`config.mk`:
```
export PLATFORM = sky130hd
export DESIGN_NAME = incdec_unit
export DESIGN_NICKNAME = d
export VERILOG_FILES = /design/src/rtl/incdec_pkg.sv /design/src/rtl/incdec_decode.sv /design/src/rtl/incdec_alu.sv /design/src/rtl/incdec_cost.sv /design/src/rtl/incdec_unit.sv
export SDC_FILE = /design/constraint.sdc
export NUM_CORES = 1
export LEC_CHECK = 0
export BUFFER_PORTS_ARGS = -buffer_cell sky130_fd_sc_hd__buf_2
export CAP_MARGIN = 20
export CORE_MARGIN = 2
export CORE_UTILIZATION = 50
export DETAILED_ROUTE_END_ITERATION = 7
export PLACE_DENSITY = 0.87
export SYNTH_ARGS = -nofsm -noshare
export SYNTH_HDL_FRONTEND = slang
export SYNTH_SLANG_ARGS = --single-unit
```
`constraint.sdc`:
```
create_clock -name clk -period 12 [get_ports clk]
set_input_delay 0.6 -clock clk [delete_from_list [all_inputs] [get_ports clk]]
set_output_delay 0.6 -clock clk [all_outputs]
set_load 0.03 [all_outputs]
```
`src/rtl/incdec_pkg.sv`:
```
package incdec_pkg;

   typedef enum logic [1:0] {TGT_A, TGT_X, TGT_Y, TGT_MEM} tgt_e;
   typedef enum logic [1:0] {AM_ABS, AM_ABSX, AM_DP, AM_DPX} amode_e;

   typedef struct packed {
      logic   legal;
      logic   dec;
      tgt_e   tgt;
      amode_e mode;
   } op_t;

   typedef enum logic [2:0] {
      ST_IDLE, ST_RD_LO, ST_RD_HI, ST_MOD, ST_WR_HI, ST_WR_LO
   } st_e;

endpackage

```
`src/rtl/incdec_decode.sv`:
```
module incdec_decode
   import incdec_pkg::*;
(
   input  logic [7:0] opcode,
   output op_t        op
);
   always_comb begin
      op = '{legal: 1'b1, dec: 1'b0, tgt: TGT_MEM, mode: AM_ABS};
      case (opcode)
         8'h1A: op.tgt = TGT_A;
         8'h3A: begin op.tgt = TGT_A; op.dec = 1'b1; end
         8'hE8: op.tgt = TGT_X;
         8'hCA: begin op.tgt = TGT_X; op.dec = 1'b1; end
         8'hC8: op.tgt = TGT_Y;
         8'h88: begin op.tgt = TGT_Y; op.dec = 1'b1; end
         8'hEE: op.mode = AM_ABS;
         8'hFE: op.mode = AM_ABSX;
         8'hE6: op.mode = AM_DP;
         8'hF6: op.mode = AM_DPX;
         8'hCE: begin op.mode = AM_ABS;  op.dec = 1'b1; end
         8'hDE: begin op.mode = AM_ABSX; op.dec = 1'b1; end
         8'hC6: begin op.mode = AM_DP;   op.dec = 1'b1; end
         8'hD6: begin op.mode = AM_DPX;  op.dec = 1'b1; end
         default: op.legal = 1'b0;
      endcase
   end
endmodule

```
`src/rtl/incdec_alu.sv`:
```
module incdec_alu #(
   parameter int DATA_W = 16,
   parameter int BYTE_W = 8
) (
   input  logic [DATA_W-1:0] opnd,
   input  logic              dec,
   input  logic              wide,
   output logic [DATA_W-1:0] res,
   output logic              neg,
   output logic              zero
);
   localparam int HI_W = DATA_W - BYTE_W;

   if (DATA_W != 2 * BYTE_W) begin : g_bad_split
      $error("incdec_alu: DATA_W must be twice BYTE_W");
   end

   logic [DATA_W-1:0] full_step;
   logic [BYTE_W-1:0] low_step;

   always_comb begin
      full_step = dec ? opnd - DATA_W'(1) : opnd + DATA_W'(1);
      low_step  = dec ? opnd[BYTE_W-1:0] - BYTE_W'(1)
                      : opnd[BYTE_W-1:0] + BYTE_W'(1);
      if (wide) begin
         res  = full_step;
         neg  = full_step[DATA_W-1];
         zero = (full_step == '0);
      end else begin
         res  = {opnd[DATA_W-1:DATA_W-HI_W], low_step};
         neg  = low_step[BYTE_W-1];
         zero = (low_step == '0);
      end
   end
endmodule

```
`src/rtl/incdec_cost.sv`:
```
module incdec_cost
   import incdec_pkg::*;
#(
   parameter int CYC_W      = 4,
   parameter int REG_COST   = 2,
   parameter int ABS_COST   = 6,
   parameter int ABSX_COST  = 7,
   parameter int DP_COST    = 5,
   parameter int DPX_COST   = 6,
   parameter int WIDE_EXTRA = 2,
   parameter int DP_EXTRA   = 1
) (
   input  op_t              op,
   input  logic             wide,
   input  logic             dp_lo_nz,
   output logic [CYC_W-1:0] cycles
);
   localparam int MAX_COST = ABSX_COST + WIDE_EXTRA + DP_EXTRA;

   if (MAX_COST >= (1 << CYC_W)) begin : g_bad_cyc_w
      $error("incdec_cost: CYC_W too narrow for the largest cost");
   end

   always_comb begin
      if (op.tgt != TGT_MEM) begin
         cycles = CYC_W'(REG_COST);
      end else begin
         case (op.mode)
            AM_ABS:  cycles = CYC_W'(ABS_COST);
            AM_ABSX: cycles = CYC_W'(ABSX_COST);
            AM_DP:   cycles = CYC_W'(DP_COST);
            default: cycles = CYC_W'(DPX_COST);
         endcase
         if (wide) cycles = cycles + CYC_W'(WIDE_EXTRA);
         if (dp_lo_nz && (op.mode == AM_DP || op.mode == AM_DPX))
            cycles = cycles + CYC_W'(DP_EXTRA);
      end
   end
endmodule

```
`src/rtl/incdec_unit.sv`:
```
module incdec_unit
   import incdec_pkg::*;
#(
   parameter int ADDR_W = 24,
   parameter int DATA_W = 16,
   parameter int BYTE_W = 8,
   parameter int CYC_W  = 4
) (
   input  logic              clk,
   input  logic              rst_n,
   input  logic              start,
   input  logic [7:0]        opcode,
   input  logic              m_flag,
   input  logic              x_flag,
   input  logic [DATA_W-1:0] acc_in,
   input  logic [DATA_W-1:0] xr_in,
   input  logic [DATA_W-1:0] yr_in,
   input  logic [DATA_W-1:0] dp_in,
   input  logic [ADDR_W-1:0] ea_in,
   input  logic [BYTE_W-1:0] mem_rdata,
   output logic [ADDR_W-1:0] mem_addr,
   output logic              mem_rd,
   output logic              mem_wr,
   output logic [BYTE_W-1:0] mem_wdata,
   output logic [DATA_W-1:0] acc_out,
   output logic [DATA_W-1:0] xr_out,
   output logic [DATA_W-1:0] yr_out,
   output logic              flag_n,
   output logic              flag_z,
   output logic [CYC_W-1:0]  cyc_count,
   output logic              done,
   output logic              illegal
);
   localparam int HI_W     = DATA_W - BYTE_W;
   localparam int MIN_COST = 2;
   localparam int MAX_COST = 10;

   if (DATA_W != 2 * BYTE_W) begin : g_bad_split
      $error("incdec_unit: DATA_W must be twice BYTE_W");
   end
   if (ADDR_W < 2) begin : g_bad_addr
      $error("incdec_unit: ADDR_W too small");
   end

   op_t               dop;
   st_e               state;
   logic              accept, wide_in, is_reg;
   logic [DATA_W-1:0] reg_opnd, mem_opnd, alu_opnd, alu_res, res_q;
   logic              alu_dec, alu_wide, alu_n, alu_z;
   logic [CYC_W-1:0]  cost, cyc_pend;
   logic [ADDR_W-1:0] ea_q;
   logic [BYTE_W-1:0] lo_q;
   logic              dec_q, wide_q, n_pend, z_pend;

   incdec_decode u_dec (.opcode(opcode), .op(dop));

   assign accept  = start && (state == ST_IDLE);
   assign is_reg  = (dop.tgt != TGT_MEM);
   assign wide_in = (dop.tgt == TGT_X || dop.tgt == TGT_Y) ? !x_flag : !m_flag;

   always_comb begin
      case (dop.tgt)
         TGT_X:   reg_opnd = xr_in;
         TGT_Y:   reg_opnd = yr_in;
         default: reg_opnd = acc_in;
      endcase
   end

   assign mem_opnd = wide_q ? {mem_rdata, lo_q} : {{HI_W{1'b0}}, mem_rdata};
   assign alu_opnd = (state == ST_MOD) ? mem_opnd : reg_opnd;
   assign alu_dec  = (state == ST_MOD) ? dec_q    : dop.dec;
   assign alu_wide = (state == ST_MOD) ? wide_q   : wide_in;

   incdec_alu #(.DATA_W(DATA_W), .BYTE_W(BYTE_W)) u_alu (
      .opnd(alu_opnd), .dec(alu_dec), .wide(alu_wide),
      .res(alu_res), .neg(alu_n), .zero(alu_z)
   );

   incdec_cost #(.CYC_W(CYC_W)) u_cost (
      .op(dop), .wide(wide_in), .dp_lo_nz(dp_in[BYTE_W-1:0] != '0),
      .cycles(cost)
   );

   // Bus drive follows the sequencer state.
   always_comb begin
      mem_rd    = (state == ST_RD_LO) || (state == ST_RD_HI);
      mem_wr    = (state == ST_WR_HI) || (state == ST_WR_LO);
      mem_addr  = (state == ST_RD_HI || state == ST_WR_HI) ? ea_q + ADDR_W'(1) : ea_q;
      mem_wdata = (state == ST_WR_HI) ? res_q[DATA_W-1:BYTE_W] : res_q[BYTE_W-1:0];
   end

   always_ff @(posedge clk) begin
      if (!rst_n) begin
         state     <= ST_IDLE;
         acc_out   <= '0;
         xr_out    <= '0;
         yr_out    <= '0;
         flag_n    <= 1'b0;
         flag_z    <= 1'b0;
         cyc_count <= '0;
         done      <= 1'b0;
         illegal   <= 1'b0;
         cyc_pend  <= '0;
         ea_q      <= '0;
         lo_q      <= '0;
         res_q     <= '0;
         dec_q     <= 1'b0;
         wide_q    <= 1'b0;
         n_pend    <= 1'b0;
         z_pend    <= 1'b0;
      end else begin
         done    <= 1'b0;
         illegal <= 1'b0;
         case (state)
            ST_IDLE: begin
               if (accept && !dop.legal) begin
                  illegal <= 1'b1;
               end else if (accept) begin
                  acc_out <= acc_in;
                  xr_out  <= xr_in;
                  yr_out  <= yr_in;
                  if (is_reg) begin
                     case (dop.tgt)
                        TGT_X:   xr_out  <= alu_res;
                        TGT_Y:   yr_out  <= alu_res;
                        default: acc_out <= alu_res;
                     endcase
                     flag_n    <= alu_n;
                     flag_z    <= alu_z;
                     cyc_count <= cost;
                     done      <= 1'b1;
                  end else begin
                     ea_q     <= ea_in;
                     dec_q    <= dop.dec;
                     wide_q   <= wide_in;
                     cyc_pend <= cost;
                     state    <= ST_RD_LO;
                  end
               end
            end
            ST_RD_LO: state <= wide_q ? ST_RD_HI : ST_MOD;
            ST_RD_HI: begin
               lo_q  <= mem_rdata;
               state <= ST_MOD;
            end
            ST_MOD: begin
               res_q  <= alu_res;
               n_pend <= alu_n;
               z_pend <= alu_z;
               state  <= wide_q ? ST_WR_HI : ST_WR_LO;
            end
            ST_WR_HI: state <= ST_WR_LO;
            ST_WR_LO: begin
               flag_n    <= n_pend;
               flag_z    <= z_pend;
               cyc_count <= cyc_pend;
               done      <= 1'b1;
               state     <= ST_IDLE;
            end
            default: state <= ST_IDLE;
         endcase
      end
   end

   // Checks next to the sequencer.
   logic acc8_hit;
   assign acc8_hit = accept && dop.legal && (dop.tgt == TGT_A) && m_flag;

   assert_bus_excl_R5: assert property (@(posedge clk) disable iff (!rst_n)
      !(mem_rd && mem_wr));
   assert_done_last_write_R6: assert property (@(posedge clk) disable iff (!rst_n)
      $fell(mem_wr) |-> done);
   assert_illegal_quiet_R1: assert property (@(posedge clk) disable iff (!rst_n)
      illegal |-> ($stable(acc_out) && $stable(xr_out) && $stable(yr_out)
                   && $stable(cyc_count) && !done));
   assert_high_byte_kept_R3: assert property (@(posedge clk) disable iff (!rst_n)
      acc8_hit |=> acc_out[DATA_W-1:BYTE_W] == $past(acc_in[DATA_W-1:BYTE_W]));
   assert_flags_coherent_R4: assert property (@(posedge clk) disable iff (!rst_n)
      (done && flag_z) |-> !flag_n);
   assert_cost_range_R8: assert property (@(posedge clk) disable iff (!rst_n)
      done |-> (cyc_count >= CYC_W'(MIN_COST) && cyc_count <= CYC_W'(MAX_COST)));
endmodule

```
== After elaboration in Yosys (flattened, before gate mapping) ==
Cells that the tools add are included.

* Output and inout bits: 90
* Bits in registers: 115

* Reductions and logical operators: 30
* Equal/unequal tests: 29
* $add $sub $neg: 7
* Bitwise operators: 2
* Mux-type cells: 52

{| class="wikitable"
|+ Operators by type and width
! operator !! count
|-
| 2-to-1 mux 16 bit || 10
|-
| == test 8 bit, second input constant || 12
|-
| 2-to-1 mux 4 bit || 8
|-
| case mux 16 bit (2 select lines) || 1
|-
| adder 24 x 1 -> 24 bit, second input constant || 1
|-
| 2-to-1 mux 24 bit || 1
|-
| 2-to-1 mux 1 bit || 19
|-
| adder 16 x 1 -> 16 bit, second input constant || 1
|-
| logical NOT 16 bit || 1
|-
| 2-to-1 mux 8 bit || 2
|-
| subtractor 16 x 1 -> 16 bit, second input constant || 1
|-
| case mux 3 bit (5 select lines) || 1
|-
| OR reduction 14 bit || 1
|-
| OR reduction 2 bit || 7
|-
| case mux 2 bit (3 select lines) || 2
|-
| != test 2 bit, second input constant || 5
|-
| 2-to-1 mux 3 bit || 3
|-
| adder 8 x 1 -> 8 bit, second input constant || 1
|-
| == test 8 x 5 -> 1 bit, second input constant || 1
|-
| == test 8 x 6 -> 1 bit, second input constant || 1
|-
| logical NOT 8 bit || 1
|-
| case mux 4 bit (2 select lines) || 1
|-
| AND reduction 4 bit || 2
|-
| nonzero test 8 bit || 1
|-
| 19 further kinds || 36
|}

== Longest topological paths before layout ==
* Depth in word-level cells: 16
* Gate-level depth with buffers: 23
* Gate-level depth less buffers: 20

== Cells and area by module ==
Synthesis repeated with hierarchy kept, for this count alone.

* Cells, all modules: 885
* Area total of the unflattened synthesis: 7574.8 µm²

{| class="wikitable"
|+ Modules (own cells, without submodules)
! module !! instances !! cells each !! area an instance (µm²)
|-
| incdec_unit || 1 || 695 || 6188.4
|-
| incdec_alu || 1 || 145 || 1027.2
|-
| incdec_cost || 1 || 21 || 200.2
|-
| incdec_decode || 1 || 24 || 158.9
|}

== Worst setup path before layout ==
Ideal clock, no wire load.

* Kind: input to register
* From: input opcode[3]
* To: register flag_z
* Cell stages on the path: 20
* Arrival time: 5270 ps
* Library setup time: 77 ps
* Path slack: 6653 ps
* Data required time: 11923 ps
* Path through: nor2b_1 > nand3_1 > nor3_1 > inv_1 > ha_1 > buf_6 > clkbuf_1 > clkbuf_1 > nor2_1 > a211oi_1 > a21oi_1 > ha_1 > nand2_1 > o21bai_1 > a221oi_1 > mux2_1 > o311a_1 > or4_1 > or4b_4 > a41oi_2

* Longest elaborated chain between the ends: 14
* Elaborated cells between the ends (all ways): 49

{| class="wikitable"
|+ Ends and longest elaborated chain
! element !! RTL line !! text
|-
| start: declaration || incdec_unit.sv:12 || <nowiki>input logic [7:0] opcode,</nowiki>
|-
| == test 8 bit, or another cell as far along || incdec_decode.sv:9 || <nowiki>case (opcode)</nowiki>
|-
| OR reduction 2 bit (no source line) || -- ||
|-
| case mux 2 bit (3 select lines) || incdec_decode.sv:9 ||
|-
| == test 2 bit / == test 2 x 1 -> 1 bit (equally long branches) || incdec_unit.sv:59, incdec_unit.sv:62 ||
|-
| case mux 16 bit (2 select lines) || incdec_unit.sv:62 || <nowiki>case (dop.tgt)</nowiki>
|-
| 2-to-1 mux 16 bit || incdec_unit.sv:70 || <nowiki>assign alu_opnd = (state == ST_MOD) ? mem_opnd : reg_opnd;</nowiki>
|-
| adder 16 x 1 -> 16 bit, or another cell as far along || incdec_alu.sv:22 || <nowiki>full_step = dec ? opnd - DATA_W'(1) : opnd + DATA_W'(1);</nowiki>
|-
| 2-to-1 mux 16 bit / 2-to-1 mux 8 bit (equally long branches) || incdec_alu.sv:22, incdec_alu.sv:23 ||
|-
| logical NOT 16 bit / logical NOT 8 bit (equally long branches) || incdec_alu.sv:28, incdec_alu.sv:32 ||
|-
| 2-to-1 mux 1 bit || incdec_alu.sv:25 || <nowiki>if (wide) begin</nowiki>
|-
| 2-to-1 mux 1 bit || incdec_unit.sv:122 || <nowiki>if (is_reg) begin</nowiki>
|-
| 2-to-1 mux 1 bit || incdec_unit.sv:118 || <nowiki>end else if (accept) begin</nowiki>
|-
| 2-to-1 mux 1 bit || incdec_unit.sv:116 || <nowiki>if (accept && !dop.legal) begin</nowiki>
|-
| case mux 1 bit (2 select lines) || incdec_unit.sv:114 || <nowiki>case (state)</nowiki>
|-
| end signal: assignment || incdec_unit.sv:129 || <nowiki>flag_z <= alu_z;</nowiki>
|-
| end signal: assignment || incdec_unit.sv:155 || <nowiki>flag_z <= z_pend;</nowiki>
|-
| end: declaration || incdec_unit.sv:29 || <nowiki>output logic flag_z,</nowiki>
|}

Several ways; a longest one is shown, not always the timed one. The select of a mux whose other input is x is not followed.
A chain may end at the register's enable or synchronous reset.

== Worst setup path after layout ==
* From: input opcode[2]
* To: register flag_z

The elaborated chain is that of the path after synthesis.

==> metrics.txt <==
status=completed; Final #Nets=1203; Top Ports=199; Max Cap Viol=0; Post-CTS Setup Bufs=0; Hold Path Depth=3; clock tree buffer depth=2; initial DRC count=781; cell count along the critical path=19; Gates resized, CTS repair=0; remaining routing DRC violations=0; number of antenna violations at the first check in global routing=1; Final setup violation count=0; most frequent cell on the critical path=nor2b_1; Seq/Total Area, Yosys=0.3333; largest net degree at the start of global routing=60; Yosys reg bits=115; Hold Path Class=in -> reg; CTS root buf=clkbuf_16; H-Tree Depth=4; Ys Warns=0; startpoint types=primary input; WL final=21620 um; Synth cell types=68; Pleak=3.548 nW; Core Area=13350 sq um; # rows=42; Tightest Pin Transition=1.082 ns; Clock Latency Late Sink=0.42 ns; setup_tns=0 ns; Post-synth EDFFs=0; PD cells=141.2 nW/um^2; CTS tree=yes; diode count=0; post-layout minimum cycle time=5.896 ns; period utilisation layout=0.4913; Worst Path Buf+Inv=2; vias in the first global route=6703; final hold vios=0; maximum clock frequency=169.6 MHz; Crit Path Max Fanout=18; Die ar.=14770 sq um; cts hold-fix bufs=0; RSZ-0062 raised after global routing=no; Crit Path Class=in -> reg; area grow syn2layout=23.33%; Die Ht=121.5 um; Final Max Slew Viols=0; peak supply drop=0.1139 mV; WHS=0.4195 ns; width of the chip=121.5 um; total gr overflow=0; CP top delay family=simple AND/OR/NAND/NOR gates; routability cong.=0.9890; worst rel slew slack=0.2770; Synth Flop Type=dfxtp_1; GRT Total Usage=0.2887; WL/cell=17.17 um; dpl ws=5.813 ns; clock slew at reported path FFs=0.05 ns; Placed Instance Area=7888 sq um; Starting Density=0.5174; cell depth of the worst flop-to-flop path=14; drt first pass iters=6; Design Power=1.203 mW; WP data required=12.34 ns; DP HPWL=15250 um; Async S/R FF share, synth=0; Setup Skew=0.007099 ns; first-pass GRT wire length=33730 um; antenna viol nets, final=0; CP endpoint kind=flop; Crit-path slowest cell=ha_1; Final Instance Area=8518 sq um; CTS sink cnt=115; count of input and output buffers=190; Avg Inst Size Synth=7.548 sq um; post-synthesis cell count=915; fillcell total=1151; via count=7413; crit path cell chain=buf_2 -> nor2b_1 -> nand3_1 -> nor3_1 -> ha_1 -> a22oi_1 -> nor2_1 -> a211oi_1 -> a21oi_1 -> inv_1 -> fa_1 -> nor2b_1 -> o21bai_1 -> a221oi_1 -> mux2_1 -> o311a_1 -> or4_1 -> or4b_4 -> a41oi_2; layout cells sized above 1=0.2290; syn_nets=1048; arrival time worst endpoint=6.24 ns; Via-to-Cell Ratio=5.888; max incr delay on CP=0.76 ns; TritonCTS buffer count=17; Setup WS post-layout=6.104 ns; Cell Area, Synth=6907 sq um
[kinds of logic (layout without fill, tap and decap cells)]
group	Yosys count	after routing	synth area share
AND/OR/NAND/NOR	365	365	0.2319
AO/OA/AOI/OAI	253	253	0.2408
multiplexers	33	33	0.05018
XOR/XNOR	39	39	0.04946
flip-flops	115	115	0.3333
buffers and inverters	85	253	0.04837
adder cells (fa/ha/maj)	25	25	0.04602
[synthesized netlist by cell type (8+ instances only)]
master | n | area, sq um
nand2_1 | 177 | 664.4
dfxtp_1 | 115 | 2302
nor2_1 | 91 | 341.6
a21oi_1 | 90 | 450.4
clkbuf_1 | 47 | 176.4
nand3_1 | 28 | 140.1
xnor2_1 | 28 | 245.2
a211oi_1 | 26 | 195.2
ha_1 | 23 | 287.8
inv_1 | 22 | 82.58
o21ai_0 | 22 | 110.1
mux2i_1 | 20 | 200.2
a22oi_1 | 18 | 135.1
a311oi_1 | 15 | 131.4
mux2_2 | 12 | 135.1
o21ai_1 | 12 | 60.06
nor3_1 | 11 | 55.05
xor2_1 | 11 | 96.34
and2_1 | 10 | 62.56
nand4_1 | 10 | 62.56
nor2b_1 | 10 | 62.56
and3_1 | 8 | 50.05
buf_1 | 8 | 30.03
o211ai_1 | 8 | 60.06
[path summary, 6_finish.rpt]
| check | end | start | slack [ns] |
|---|---|---|---|
| setup / recovery | flag_z$_SDFFE_PN0P_ | opcode[2] | 6.10 |
| hold / removal | ea_q[11]$_SDFFE_PN0P_ | ea_in[11] | 0.42 |
| setup reg to reg | flag_z$_SDFFE_PN0P_ | state[1]$_SDFFE_PN0P_ | 6.69 |
| hold reg to reg | xr_out[14]$_SDFFE_PN0P_ | xr_out[14]$_SDFFE_PN0P_ | 0.45 |
[power by group]
| part | internal [mW] | total [mW] | switching (mW) | leakage (nW) |
|---|---|---|---|---|
| Clock | 0.348 | 0.527 | 0.179 | 0.296 |
| Sequential | 0.401 | 0.420 | 0.0188 | 0.928 |
| Combinational | 0.0856 | 0.256 | 0.171 | 2.32 |
[cells in the final DEF, fill, tap and decap left out, types with 6 or more instances in the layout]
cell	n
a31o_1	6
buf_4	7
dfxtp_1	115
a31oi_1	7
o211ai_1	8
nand3_1	28
nand2_1	177
o21ai_0	22
nor4_1	7
clkbuf_16	17
a211oi_1	26
nor3_1	11
mux2_2	12
a311oi_1	15
ha_1	23
mux2i_1	20
a21oi_1	90
and3_1	7
xnor2_1	28
inv_1	22
a22oi_1	18
o21ai_1	12
buf_2	190
and2_1	10
nor2b_1	10
nor2_1	90
xor2_1	11
nand4_1	10
[registers in the layout, indices dropped and copies added (netlist names), 3 cells and up]
| name | cells |
|---|---|
| acc_out | 16 |
| cyc_count | 4 |
| cyc_pend | 4 |
| ea_q | 24 |
| lo_q | 8 |
| res_q | 16 |
| state | 3 |
| xr_out | 16 |
| yr_out | 16 |
[final cells by class]
type | instances | area (sq um) | share of cell area
clock buffer | 24 | 491.7 | 0.05773
clock inverter | 8 | 123.9 | 0.01454
inverter | 23 | 86.33 | 0.01014
multi-input combinational | 715 | 4275 | 0.5019
sequential | 115 | 2302 | 0.2703
tap | 176 | 220.2 | 0.02585
timing repair buffer | 198 | 1018 | 0.1196
[metrics by stage]
step / utilization / cells
detailed placement: 0.5909 / 1226
finish: 0.6382 / 1259
CTS: 0.6370 / 1258
global route: 0.6382 / 1259
global placement: 0.5909 / 1226
floorplan: - / 915
[worst min-delay path, stage by stage]
cell and delay (ns):
buf_2 0.09, nand2_1 0.04, a21oi_1 0.05
[metal layers]
metal,share of wire,up-vias,track usage
met2,0.44,360,0.4540
met4,0.020,2,0.08405
li1,-,3586,-
met1,0.43,3423,0.3887
met3,0.10,42,0.08006
met5,0.00060,-,0
No activity file was read; power rests on OpenSTA's default activity.
